### src/rtl/sbm_pkg.sv
package sbm_pkg;

   typedef enum logic [2:0] {
      CYC_IDLE  = 3'd0,
      CYC_DESEL = 3'd1,
      CYC_START = 3'd2,
      CYC_CONT  = 3'd3,
      CYC_SUSP  = 3'd4
   } cyc_e;

   localparam int LANE_BITS = 8;

endpackage

### src/rtl/sbm_capture.sv
module sbm_capture #(
   parameter int ADDR_W = 4,
   parameter int LANES  = 4,
   localparam int DW    = LANES * sbm_pkg::LANE_BITS
) (
   input  logic              clk,
   input  logic              rst_n,
   input  logic [ADDR_W-1:0] addr_i,
   input  logic              cs_n_i,
   input  logic              cs2_n_i,
   input  logic              cs2_i,
   input  logic              start_proc_n_i,
   input  logic              start_ctrl_n_i,
   input  logic              adv_n_i,
   input  logic              wr_all_n_i,
   input  logic              wr_lane_en_n_i,
   input  logic [LANES-1:0]  lane_n_i,
   input  logic [DW-1:0]     wdata_i,
   input  logic              sleep_i,
   output logic [ADDR_W-1:0] addr_q,
   output logic              cs_n_q,
   output logic              cs2_n_q,
   output logic              cs2_q,
   output logic              start_proc_n_q,
   output logic              start_ctrl_n_q,
   output logic              adv_n_q,
   output logic              wr_all_n_q,
   output logic              wr_lane_en_n_q,
   output logic [LANES-1:0]  lane_n_q,
   output logic [DW-1:0]     wdata_q,
   output logic              sleep_q
);

   always_ff @(posedge clk or negedge rst_n) begin
      if (!rst_n) begin
         addr_q         <= '0;
         cs_n_q         <= 1'b1;
         cs2_n_q        <= 1'b1;
         cs2_q          <= 1'b0;
         start_proc_n_q <= 1'b1;
         start_ctrl_n_q <= 1'b1;
         adv_n_q        <= 1'b1;
         wr_all_n_q     <= 1'b1;
         wr_lane_en_n_q <= 1'b1;
         lane_n_q       <= '1;
         wdata_q        <= '0;
         sleep_q        <= 1'b0;
      end else begin
         addr_q         <= addr_i;
         cs_n_q         <= cs_n_i;
         cs2_n_q        <= cs2_n_i;
         cs2_q          <= cs2_i;
         start_proc_n_q <= start_proc_n_i;
         start_ctrl_n_q <= start_ctrl_n_i;
         adv_n_q        <= adv_n_i;
         wr_all_n_q     <= wr_all_n_i;
         wr_lane_en_n_q <= wr_lane_en_n_i;
         lane_n_q       <= lane_n_i;
         wdata_q        <= wdata_i;
         sleep_q        <= sleep_i;
      end
   end

endmodule

### src/rtl/sbm_cycle_decode.sv
module sbm_cycle_decode #(
   parameter int LANES = 4
) (
   input  logic              sleep_q,
   input  logic              cs_n_q,
   input  logic              cs2_n_q,
   input  logic              cs2_q,
   input  logic              start_proc_n_q,
   input  logic              start_ctrl_n_q,
   input  logic              adv_n_q,
   input  logic              wr_all_n_q,
   input  logic              wr_lane_en_n_q,
   input  logic [LANES-1:0]  lane_n_q,
   input  logic              active_i,
   output sbm_pkg::cyc_e     cyc_o,
   output logic              wr_o,
   output logic              rd_o,
   output logic [LANES-1:0]  lane_we_o
);
   import sbm_pkg::*;

   logic selected, proc_go, wreq;
   logic [LANES-1:0] lane_sel;

   always_comb begin
      selected = !cs_n_q && !cs2_n_q && cs2_q;
      proc_go  = !start_proc_n_q && !cs_n_q;
      lane_sel = wr_all_n_q ? (wr_lane_en_n_q ? '0 : ~lane_n_q) : '1;
      wreq     = |lane_sel;

      if (sleep_q)               cyc_o = CYC_IDLE;
      else if (proc_go)          cyc_o = selected ? CYC_START : CYC_DESEL;
      else if (!start_ctrl_n_q)  cyc_o = selected ? CYC_START : CYC_DESEL;
      else if (active_i)         cyc_o = adv_n_q ? CYC_SUSP : CYC_CONT;
      else                       cyc_o = CYC_IDLE;

      wr_o = wreq && !(cyc_o == CYC_START && proc_go)
             && (cyc_o == CYC_START || cyc_o == CYC_CONT || cyc_o == CYC_SUSP);
      rd_o = !wr_o && (cyc_o == CYC_START || cyc_o == CYC_CONT || cyc_o == CYC_SUSP);
      lane_we_o = wr_o ? lane_sel : '0;
   end

endmodule

### src/rtl/sbm_burst_addr.sv
module sbm_burst_addr #(
   parameter int ADDR_W  = 4,
   parameter int BURST_W = 2
) (
   input  logic              clk,
   input  logic              rst_n,
   input  sbm_pkg::cyc_e     cyc_i,
   input  logic [ADDR_W-1:0] addr_i,
   input  logic              linear_i,
   output logic [ADDR_W-1:0] acc_addr_o,
   output logic              active_o
);
   import sbm_pkg::*;

   logic [ADDR_W-1:0]  base_q;
   logic [BURST_W-1:0] cnt_q, cnt_eff, low;
   logic               active_q;

   always_comb begin
      cnt_eff = (cyc_i == CYC_CONT) ? cnt_q + BURST_W'(1) : cnt_q;
      low     = linear_i ? base_q[BURST_W-1:0] + cnt_eff
                         : base_q[BURST_W-1:0] ^ cnt_eff;
      acc_addr_o = (cyc_i == CYC_START) ? addr_i
                                        : {base_q[ADDR_W-1:BURST_W], low};
   end

   always_ff @(posedge clk or negedge rst_n) begin
      if (!rst_n) begin
         base_q   <= '0;
         cnt_q    <= '0;
         active_q <= 1'b0;
      end else begin
         case (cyc_i)
            CYC_START: begin
               base_q   <= addr_i;
               cnt_q    <= '0;
               active_q <= 1'b1;
            end
            CYC_CONT:  cnt_q    <= cnt_eff;
            CYC_SUSP:  cnt_q    <= cnt_q;
            default:   active_q <= 1'b0;
         endcase
      end
   end

   assign active_o = active_q;

endmodule

### src/rtl/sbm_lane_array.sv
module sbm_lane_array #(
   parameter int ADDR_W = 4,
   parameter int LANES  = 4,
   localparam int LB    = sbm_pkg::LANE_BITS,
   localparam int DW    = LANES * LB,
   localparam int DEPTH = 1 << ADDR_W
) (
   input  logic              clk,
   input  logic [LANES-1:0]  we_i,
   input  logic [ADDR_W-1:0] addr_i,
   input  logic [DW-1:0]     wdata_i,
   output logic [DW-1:0]     rdata_o
);

   for (genvar g = 0; g < LANES; g++) begin : g_lane
      logic [LB-1:0] cells [DEPTH];

      always_ff @(posedge clk) begin
         if (we_i[g]) cells[addr_i] <= wdata_i[g*LB +: LB];
      end

      assign rdata_o[g*LB +: LB] = cells[addr_i];
   end

endmodule

### src/rtl/burst_sram_core.sv
module burst_sram_core #(
   parameter int ADDR_W  = 4,
   parameter int LANES   = 4,
   parameter int DATA_W  = 32,
   parameter int BURST_W = 2
) (
   input  logic              clk,
   input  logic              rst_n,
   input  logic [ADDR_W-1:0] addr_i,
   input  logic              cs_n_i,
   input  logic              cs2_n_i,
   input  logic              cs2_i,
   input  logic              start_proc_n_i,
   input  logic              start_ctrl_n_i,
   input  logic              adv_n_i,
   input  logic              wr_all_n_i,
   input  logic              wr_lane_en_n_i,
   input  logic [LANES-1:0]  lane_n_i,
   input  logic [DATA_W-1:0] wdata_i,
   input  logic              burst_linear_i,
   input  logic              oe_n_i,
   input  logic              sleep_i,
   output logic [DATA_W-1:0] dq_o,
   output logic              dq_en_o
);
   import sbm_pkg::*;

   if (DATA_W != LANES * LANE_BITS) begin : g_bad_width
      $error("DATA_W must equal LANES times the lane width");
   end
   if (ADDR_W <= BURST_W) begin : g_bad_addr
      $error("ADDR_W must exceed BURST_W");
   end

   logic [ADDR_W-1:0] addr_q, acc_addr;
   logic              cs_n_q, cs2_n_q, cs2_q, sp_n_q, sc_n_q, adv_n_q;
   logic              wa_n_q, wl_n_q, sleep_q, active, wr, rd;
   logic [LANES-1:0]  lane_n_q, lane_we;
   logic [DATA_W-1:0] wdata_q, rdata, out_q;
   logic              out_v;
   cyc_e              cyc;

   sbm_capture #(.ADDR_W(ADDR_W), .LANES(LANES)) u_cap (
      .clk, .rst_n,
      .addr_i, .cs_n_i, .cs2_n_i, .cs2_i, .start_proc_n_i, .start_ctrl_n_i,
      .adv_n_i, .wr_all_n_i, .wr_lane_en_n_i, .lane_n_i, .wdata_i, .sleep_i,
      .addr_q, .cs_n_q, .cs2_n_q, .cs2_q,
      .start_proc_n_q(sp_n_q), .start_ctrl_n_q(sc_n_q), .adv_n_q,
      .wr_all_n_q(wa_n_q), .wr_lane_en_n_q(wl_n_q), .lane_n_q,
      .wdata_q, .sleep_q
   );

   sbm_cycle_decode #(.LANES(LANES)) u_dec (
      .sleep_q, .cs_n_q, .cs2_n_q, .cs2_q,
      .start_proc_n_q(sp_n_q), .start_ctrl_n_q(sc_n_q), .adv_n_q,
      .wr_all_n_q(wa_n_q), .wr_lane_en_n_q(wl_n_q), .lane_n_q,
      .active_i(active), .cyc_o(cyc), .wr_o(wr), .rd_o(rd), .lane_we_o(lane_we)
   );

   sbm_burst_addr #(.ADDR_W(ADDR_W), .BURST_W(BURST_W)) u_addr (
      .clk, .rst_n, .cyc_i(cyc), .addr_i(addr_q), .linear_i(burst_linear_i),
      .acc_addr_o(acc_addr), .active_o(active)
   );

   sbm_lane_array #(.ADDR_W(ADDR_W), .LANES(LANES)) u_mem (
      .clk, .we_i(lane_we), .addr_i(acc_addr), .wdata_i(wdata_q), .rdata_o(rdata)
   );

   always_ff @(posedge clk or negedge rst_n) begin
      if (!rst_n) begin
         out_q <= '0;
         out_v <= 1'b0;
      end else begin
         out_v <= rd;
         if (rd) out_q <= rdata;
      end
   end

   assign dq_en_o = out_v && !oe_n_i && !sleep_i;
   assign dq_o    = dq_en_o ? out_q : '0;

endmodule

### config.mk
export PLATFORM = sky130hd
export DESIGN_NAME = burst_sram_core
export DESIGN_NICKNAME = d
export VERILOG_FILES = /design/src/rtl/sbm_pkg.sv /design/src/rtl/sbm_capture.sv /design/src/rtl/sbm_cycle_decode.sv /design/src/rtl/sbm_burst_addr.sv /design/src/rtl/sbm_lane_array.sv /design/src/rtl/burst_sram_core.sv
export SDC_FILE = /design/constraint.sdc
export NUM_CORES = 1
export LEC_CHECK = 0
export BUFFER_PORTS_ARGS = -buffer_cell sky130_fd_sc_hd__buf_4
export CORE_UTILIZATION = 26
export DETAILED_ROUTE_END_ITERATION = 7
export PLACE_DENSITY_LB_ADDON = 0.3
export SETUP_SLACK_MARGIN = 0.05
export SLEW_MARGIN = 15
export SYNTH_ARGS = -nofsm -noshare
export SYNTH_HDL_FRONTEND = slang
export SYNTH_SLANG_ARGS = --single-unit
### constraint.sdc
create_clock -name clk -period 4.1 [get_ports clk]
set_clock_uncertainty 0.15 [all_clocks]
set_input_delay 0.205 -clock clk [delete_from_list [all_inputs] [get_ports clk]]
set_output_delay 0.205 -clock clk [all_outputs]
set_load 0.02 [all_outputs]
# Word-level counts from Yosys, hierarchy flattened
# Memories as Yosys holds them, arrays and structs flattened. A register that Yosys moved wholly into a read port is not among the register bits.
# Cells that the tools add are included.
[word_totals]
mem_count = 4
output_inout_bits = 33
mem_bits_rw = 512
register_bits = 57
[mem_list]
columns = ["name", "depth", "width", "rd", "rd_ports_with_merged_regs", "write_ports", "line", "text"]
rows = [
  ["u_mem.g_lane[0].cells", 16, 8, 1, 1, 1, "sbm_lane_array.sv:16", "logic [LB-1:0] cells [DEPTH];"],
  ["u_mem.g_lane[1].cells", 16, 8, 1, 1, 1, "sbm_lane_array.sv:16", ""],
  ["u_mem.g_lane[2].cells", 16, 8, 1, 1, 1, "sbm_lane_array.sv:16", ""],
  ["u_mem.g_lane[3].cells", 16, 8, 1, 1, 1, "sbm_lane_array.sv:16", ""],
]
[op_classes]
add_sub_neg = 2
bitwise_logic = 2
reduce_logical = 25
n_eq_ne = 3
muxes = 23
[op_table]
columns = ["cell", "n"]
rows = [
  ["2-to-1 mux 32 bit", 1],
  ["2-to-1 mux 4 bit", 4],
  ["2-to-1 mux 3 bit", 5],
  ["zero test 1 bit", 11],
  ["logical AND 1 bit", 9],
  ["2-to-1 mux 1 bit", 8],
  ["equality test 3 x 2 -> 1 bit, second input constant", 2],
  ["2-to-1 mux 2 bit", 3],
  ["inverter 4 bit", 1],
  ["case mux 2 bit (2 select lines)", 1],
  ["OR reduction 4 bit", 1],
  ["equality test 3 bit, second input constant", 1],
  ["adder 2 x 1 -> 2 bit, second input constant", 1],
  ["adder 2 bit", 1],
  ["logical OR 1 bit", 2],
  ["case mux 1 bit (2 select lines)", 1],
  ["nonzero test 2 bit", 1],
  ["OR reduction 2 bit", 1],
  ["XOR 2 bit", 1],
]

# Longest topological paths before layout
[depth]
word_depth = 15
depth_mapped = 16
mapped_depth_nobuf = 14

# Cells and area by module
# From an unflattened synthesis, not the netlist that was laid out.
[hier_totals]
cells_unflattened = 1107
area_unflattened_um2 = 23102.2
[modules_own_cells]
columns = ["module", "seq_area_each_um2", "instances", "cells_per_inst", "area_each_um2"]
rows = [
  ["sbm_lane_array", 15374.7, 1, 879, 19484.9],
  ["burst_sram_core", 825.8, 1, 111, 1793.0],
  ["sbm_capture", 1239.9, 1, 49, 1239.9],
  ["sbm_burst_addr", 175.2, 1, 38, 384.1],
  ["sbm_cycle_decode", 0.0, 1, 30, 200.2],
]

# Worst setup path before layout
# No wires, ideal clock.
[synth_timing]
path_type = "flip-flop to flip-flop"
start = "register u_cap.cs_n_q"
end = "memory u_mem.g_lane[0].cells[11][0] in the netlist's numbering, enable pin"
t_required_ps = 3580
path_slack_ps = 201
stages_incl_launch_ff = 16
n_path_buf = 3
arrival_ps = 3379
path_cell_list = "dfstp_2 -> o211ai_1 -> or2_2 -> nor2_1 -> ha_1 -> inv_1 -> ha_1 -> nand2_1 -> xnor2_1 -> xor2_1 -> a21oi_1 -> buf_2 -> buf_2 -> nand2_1 -> buf_2 -> nor2_1"
[synth_between]
elab_chain_len = 15
elab_cells_between_ends = 25
[synth_rtl]
columns = ["item", "line", "text"]
rows = [
  ["from (decl)", "sbm_capture.sv:21", "output logic cs_n_q,"],
  ["from (signal assigned)", "sbm_capture.sv:50", "cs_n_q <= cs_n_i;"],
  ["zero test 1 bit *", "sbm_cycle_decode.sv:26, sbm_cycle_decode.sv:27", ""],
  ["branches (longest 14 deep; another with adder 2 bit)", "--", ""],
  ["to (decl)", "sbm_lane_array.sv:16", ""],
]
# Every way passes the cells marked *.

# Worst setup path in the final report
[layout_timing]
start = "register u_cap.cs_n_q"
end = "register out_q[6] (read register of u_mem.g_lane[0].cells)"
[layout_between]
elab_chain_len = 14
elab_cells_between_ends = 24
[layout_rtl]
columns = ["item", "line", "text"]
rows = [
  ["zero test 1 bit *", "sbm_cycle_decode.sv:26, sbm_cycle_decode.sv:27", ""],
  ["branches (longest 13 deep; another with adder 2 bit)", "--", ""],
  ["to (decl)", "burst_sram_core.sv:39", "logic [DATA_W-1:0] wdata_q, rdata, out_q;"],
]
# Marks and branches as above.
# A chain may end at the register's enable or synchronous reset.

==> results.cfg <==
[status]
status = finished, final reports clean

[worst_setup_path]
crit_chain = o211ai_1 -> or2_2 -> nor2_1 -> ha_1 -> inv_1 -> ha_1 -> nand2_1 -> xnor2_2 -> xor2_1 -> buf_4 -> a21oi_4 -> buf_4 -> buf_4 -> buf_4 -> a21oi_1 -> o21ai_0 -> a31oi_1
crit_top_cell = buf_4
cp_slowest_stage_delay_ns = 0.58
worstPathRequired_ns = 4.43
path_delay_family = buffers and inverters
crit_slowest_cell = dfstp_2
critical_path.startpoint = u_cap.cs_n_q
critPathArrivalTime_ns = 4.19
cp-start-kind = flip-flop
r2r-start = u_cap.cs_n_q
critical_path_class = flip-flop to flip-flop
cp-end-kind = flip-flop
critPathBufInv = 5
path_max_fanout = 11

[synth]
synthXorXnorAreaFrac = 0.00115
yosys.area_share.simple = 0.0895
synth_flop_cell = edfxtp_1
netlist_area_sq_mm = 0.0229
yosys-top-cells-area = edfxtp_1 (67%), dfrtp_1 (8.5%), nand2_1 (4.5%)
yosys_warnings = 0
synth_top_area_frac = 0.670
synth_top_area_cell = edfxtp_1
syn_inst = 1605
async_flop_share = 0.148
synth_nets = 1660
yosysSeqAreaShare = 0.768
ys_ff_latch = 601
synth_edf_count = 512
synthAdderAreaFrac = 0.00109
syn_avg_cell_area_sq_um = 14.3
yosys.cell_types.count = 41
synth_compound_area_frac = 0.0988
synth_top_family_by_area = compound AO/OA/AOI/OAI gates
synthMuxAreaShare = 0.0215

[place]
hpwlAfterDp_mm = 40.0
port-buffer-count = 85
gp_congestion = 0.782
placed_area_sq_mm = 0.0256
place_inst = 2858

[pwr]
leakage_nw = 9.92
power_density_mw_per_mm2 = 541
ir_drop_uv = 277

[sta]
worst_slew_pin_slew_ns = 0.857
slew_viol_final = 0
fmaxAchievable_mhz = 259
timing.final.crit_share = 0.942
fin_crit_ns = 3.86
rsz0062_at_grt = yes
slew_headroom = 0.427
timing.setup.tns_ns = 0
hold_viol = 0
setup_viol = 0

[die]
dieHeight_um = 299
die_area_sq_mm = 0.0894
io_pins = 86
initial_core_util = 0.264
die_w_um = 299
core_sq_mm = 0.0870
rows = 108

[clock_tree]
clock-sinks = 601
clk_pin_slew_worst_paths_ns = 0.06
htree_levels = 3
clock-root-buffer = clkbuf_16
cts_tree = yes
clkLatencyLatePin_ns = 0.62
numCtsBuffers = 69
clk_path_buf_depth = 3

[layout]
final_cells = 3039
nets = 1882
design_area_sq_mm = 0.0285
final_layout_size_suffix_gt1_frac = 0.180
syn2layout_area_growth_pct = 24.4

[global_routing]
grt_max_degree = 93
overflow = 0
grt_pass1_wl_mm = 95.4
grt_pass1_vias = 14709
grt_util_all_layers = 0.142
antenna_found_initial = 1

[drt]
routed_wl_mm = 63.9
remaining_drc_errors = 0
drtIter0Drc = 1042
wl_per_cell_um = 21.0
vias_per_cell = 4.70
vias = 14281
dr.pass1.iters = 5
antenna_left = 0

[min_path]
worst_hold_path_type = input port to flip-flop
min-delay-start = wdata_i[10]

[run]
max_cap_violations = 0
-- power breakdown --
| part | switching (mW) | internal, mW |
|---|---|---|
| Combinational | 1.39 | 0.712 |
| Sequential | 0.230 | 6.81 |
| Clock | 2.54 | 3.75 |
| Total | 4.16 | 11.3 |
-- cell families (layout without fill, tap and decap cells) --
| family | after synthesis | after routing |
|---|---|---|
| buffers and inverters | 107 | 385 |
| flip-flops | 601 | 601 |
| XOR/XNOR | 3 | 3 |
| multiplexers | 48 | 48 |
| adder cells (fa/ha/maj) | 2 | 2 |
| AO/OA/AOI/OAI | 366 | 366 |
| other | 0 | 1 |
| AND/OR/NAND/NOR | 478 | 478 |
-- area by class of cell --
cell class / instances / area (sq um)
Tap cell: 1155 / 1450
Antenna cell: 1 / 2.50
Sequential cell: 601 / 17600
Timing Repair Buffer: 252 / 2170
Clock inverter: 34 / 434
Fill cell: 8571 / 58500
Multi-Input combinational cell: 897 / 4940
Clock buffer: 93 / 1910
Inverter: 6 / 22.5
-- registers in the layout, summed over array words and instances, names as in the netlist, 2 cells and up --
register and cells:
out_q 32, u_mem.g_lane.cells 512, u_cap.lane_n_q 4, u_addr.base_q 4, u_cap.addr_q 4, u_addr.cnt_q 2, u_cap.wdata_q 32
-- path summary, 6_finish.rpt --
check | slack (ns) | cells past startpoint | end
min in group asynchronous | 0.10 | 2 | out_q[28]
hold reg to reg | 0.34 | 2 | u_addr.base_q[0]
hold / removal | 0.09 | 2 | u_cap.wdata_q[10]
max in group asynchronous | 2.78 | 3 | out_q[5]
setup reg to reg | 0.24 | 17 | out_q[6]
setup / recovery | 0.24 | 17 | out_q[6]
-- layout by cell type, fill, tap and decap left out, drive strengths merged, types with 3 or more instances in the layout --
cell type / count
bufinv: 7
clkinvlp: 3
a21oi: 115
o21ai: 94
nand2: 277
dfstp: 11
nor2: 76
a221oi: 77
inv: 9
dlygate4sd3: 50
clkinv: 21
nand3: 66
edfxtp: 512
mux2i: 47
buf: 201
a31oi: 53
a22oi: 21
and2: 39
clkbuf: 94
dfrtp: 78
nor3: 13
-- stage by stage --
stage | utilization | hold WS, ns | power [mW] | setup WS [ns]
after floorplan | - | -0.241 | 8.25 | 0.201
after CTS | 0.327 | 0.0491 | 15.6 | 0.205
after global placement | 0.294 | 0.165 | 9.19 | 0.192
final | 0.328 | 0.0884 | 15.4 | 0.239
after detailed placement | 0.294 | 0.164 | 9.22 | 0.238
after global routing | 0.328 | 0.0683 | 16.0 | 0.0429
-- what timing repair did --
item	4_1_cts	5_1_grt
setup endpoints to repair	0	113
setup buffers	0	2
gates resized for setup	0	3
hold buffers	50	0
endpoints found under the hold margin	93	0
-- per-layer routing --
layer | track usage | part of all wire | vias to the layer above
met2 | 0.225 | 0.46 | 436
li1 | - | - | 6501
met3 | 0.0325 | 0.061 | 103
met5 | 0 | 0.00020 | -
met1 | 0.194 | 0.45 | 7239
met4 | 0.0446 | 0.024 | 2
-- cells in the mapped netlist, types with 11 or more instances --
library cell,instances
edfxtp_1,512
nand2_1,276
a21oi_1,115
o21ai_0,81
dfrtp_1,78
a221oi_1,77
nor2_1,76
nand3_1,66
clkbuf_1,58
a31oi_1,53
mux2i_1,46
and2_1,39
buf_2,35
a22oi_1,21
o21ai_1,12
dfstp_2,11
nor3_1,11
Power figures use the tool's default switching activity.
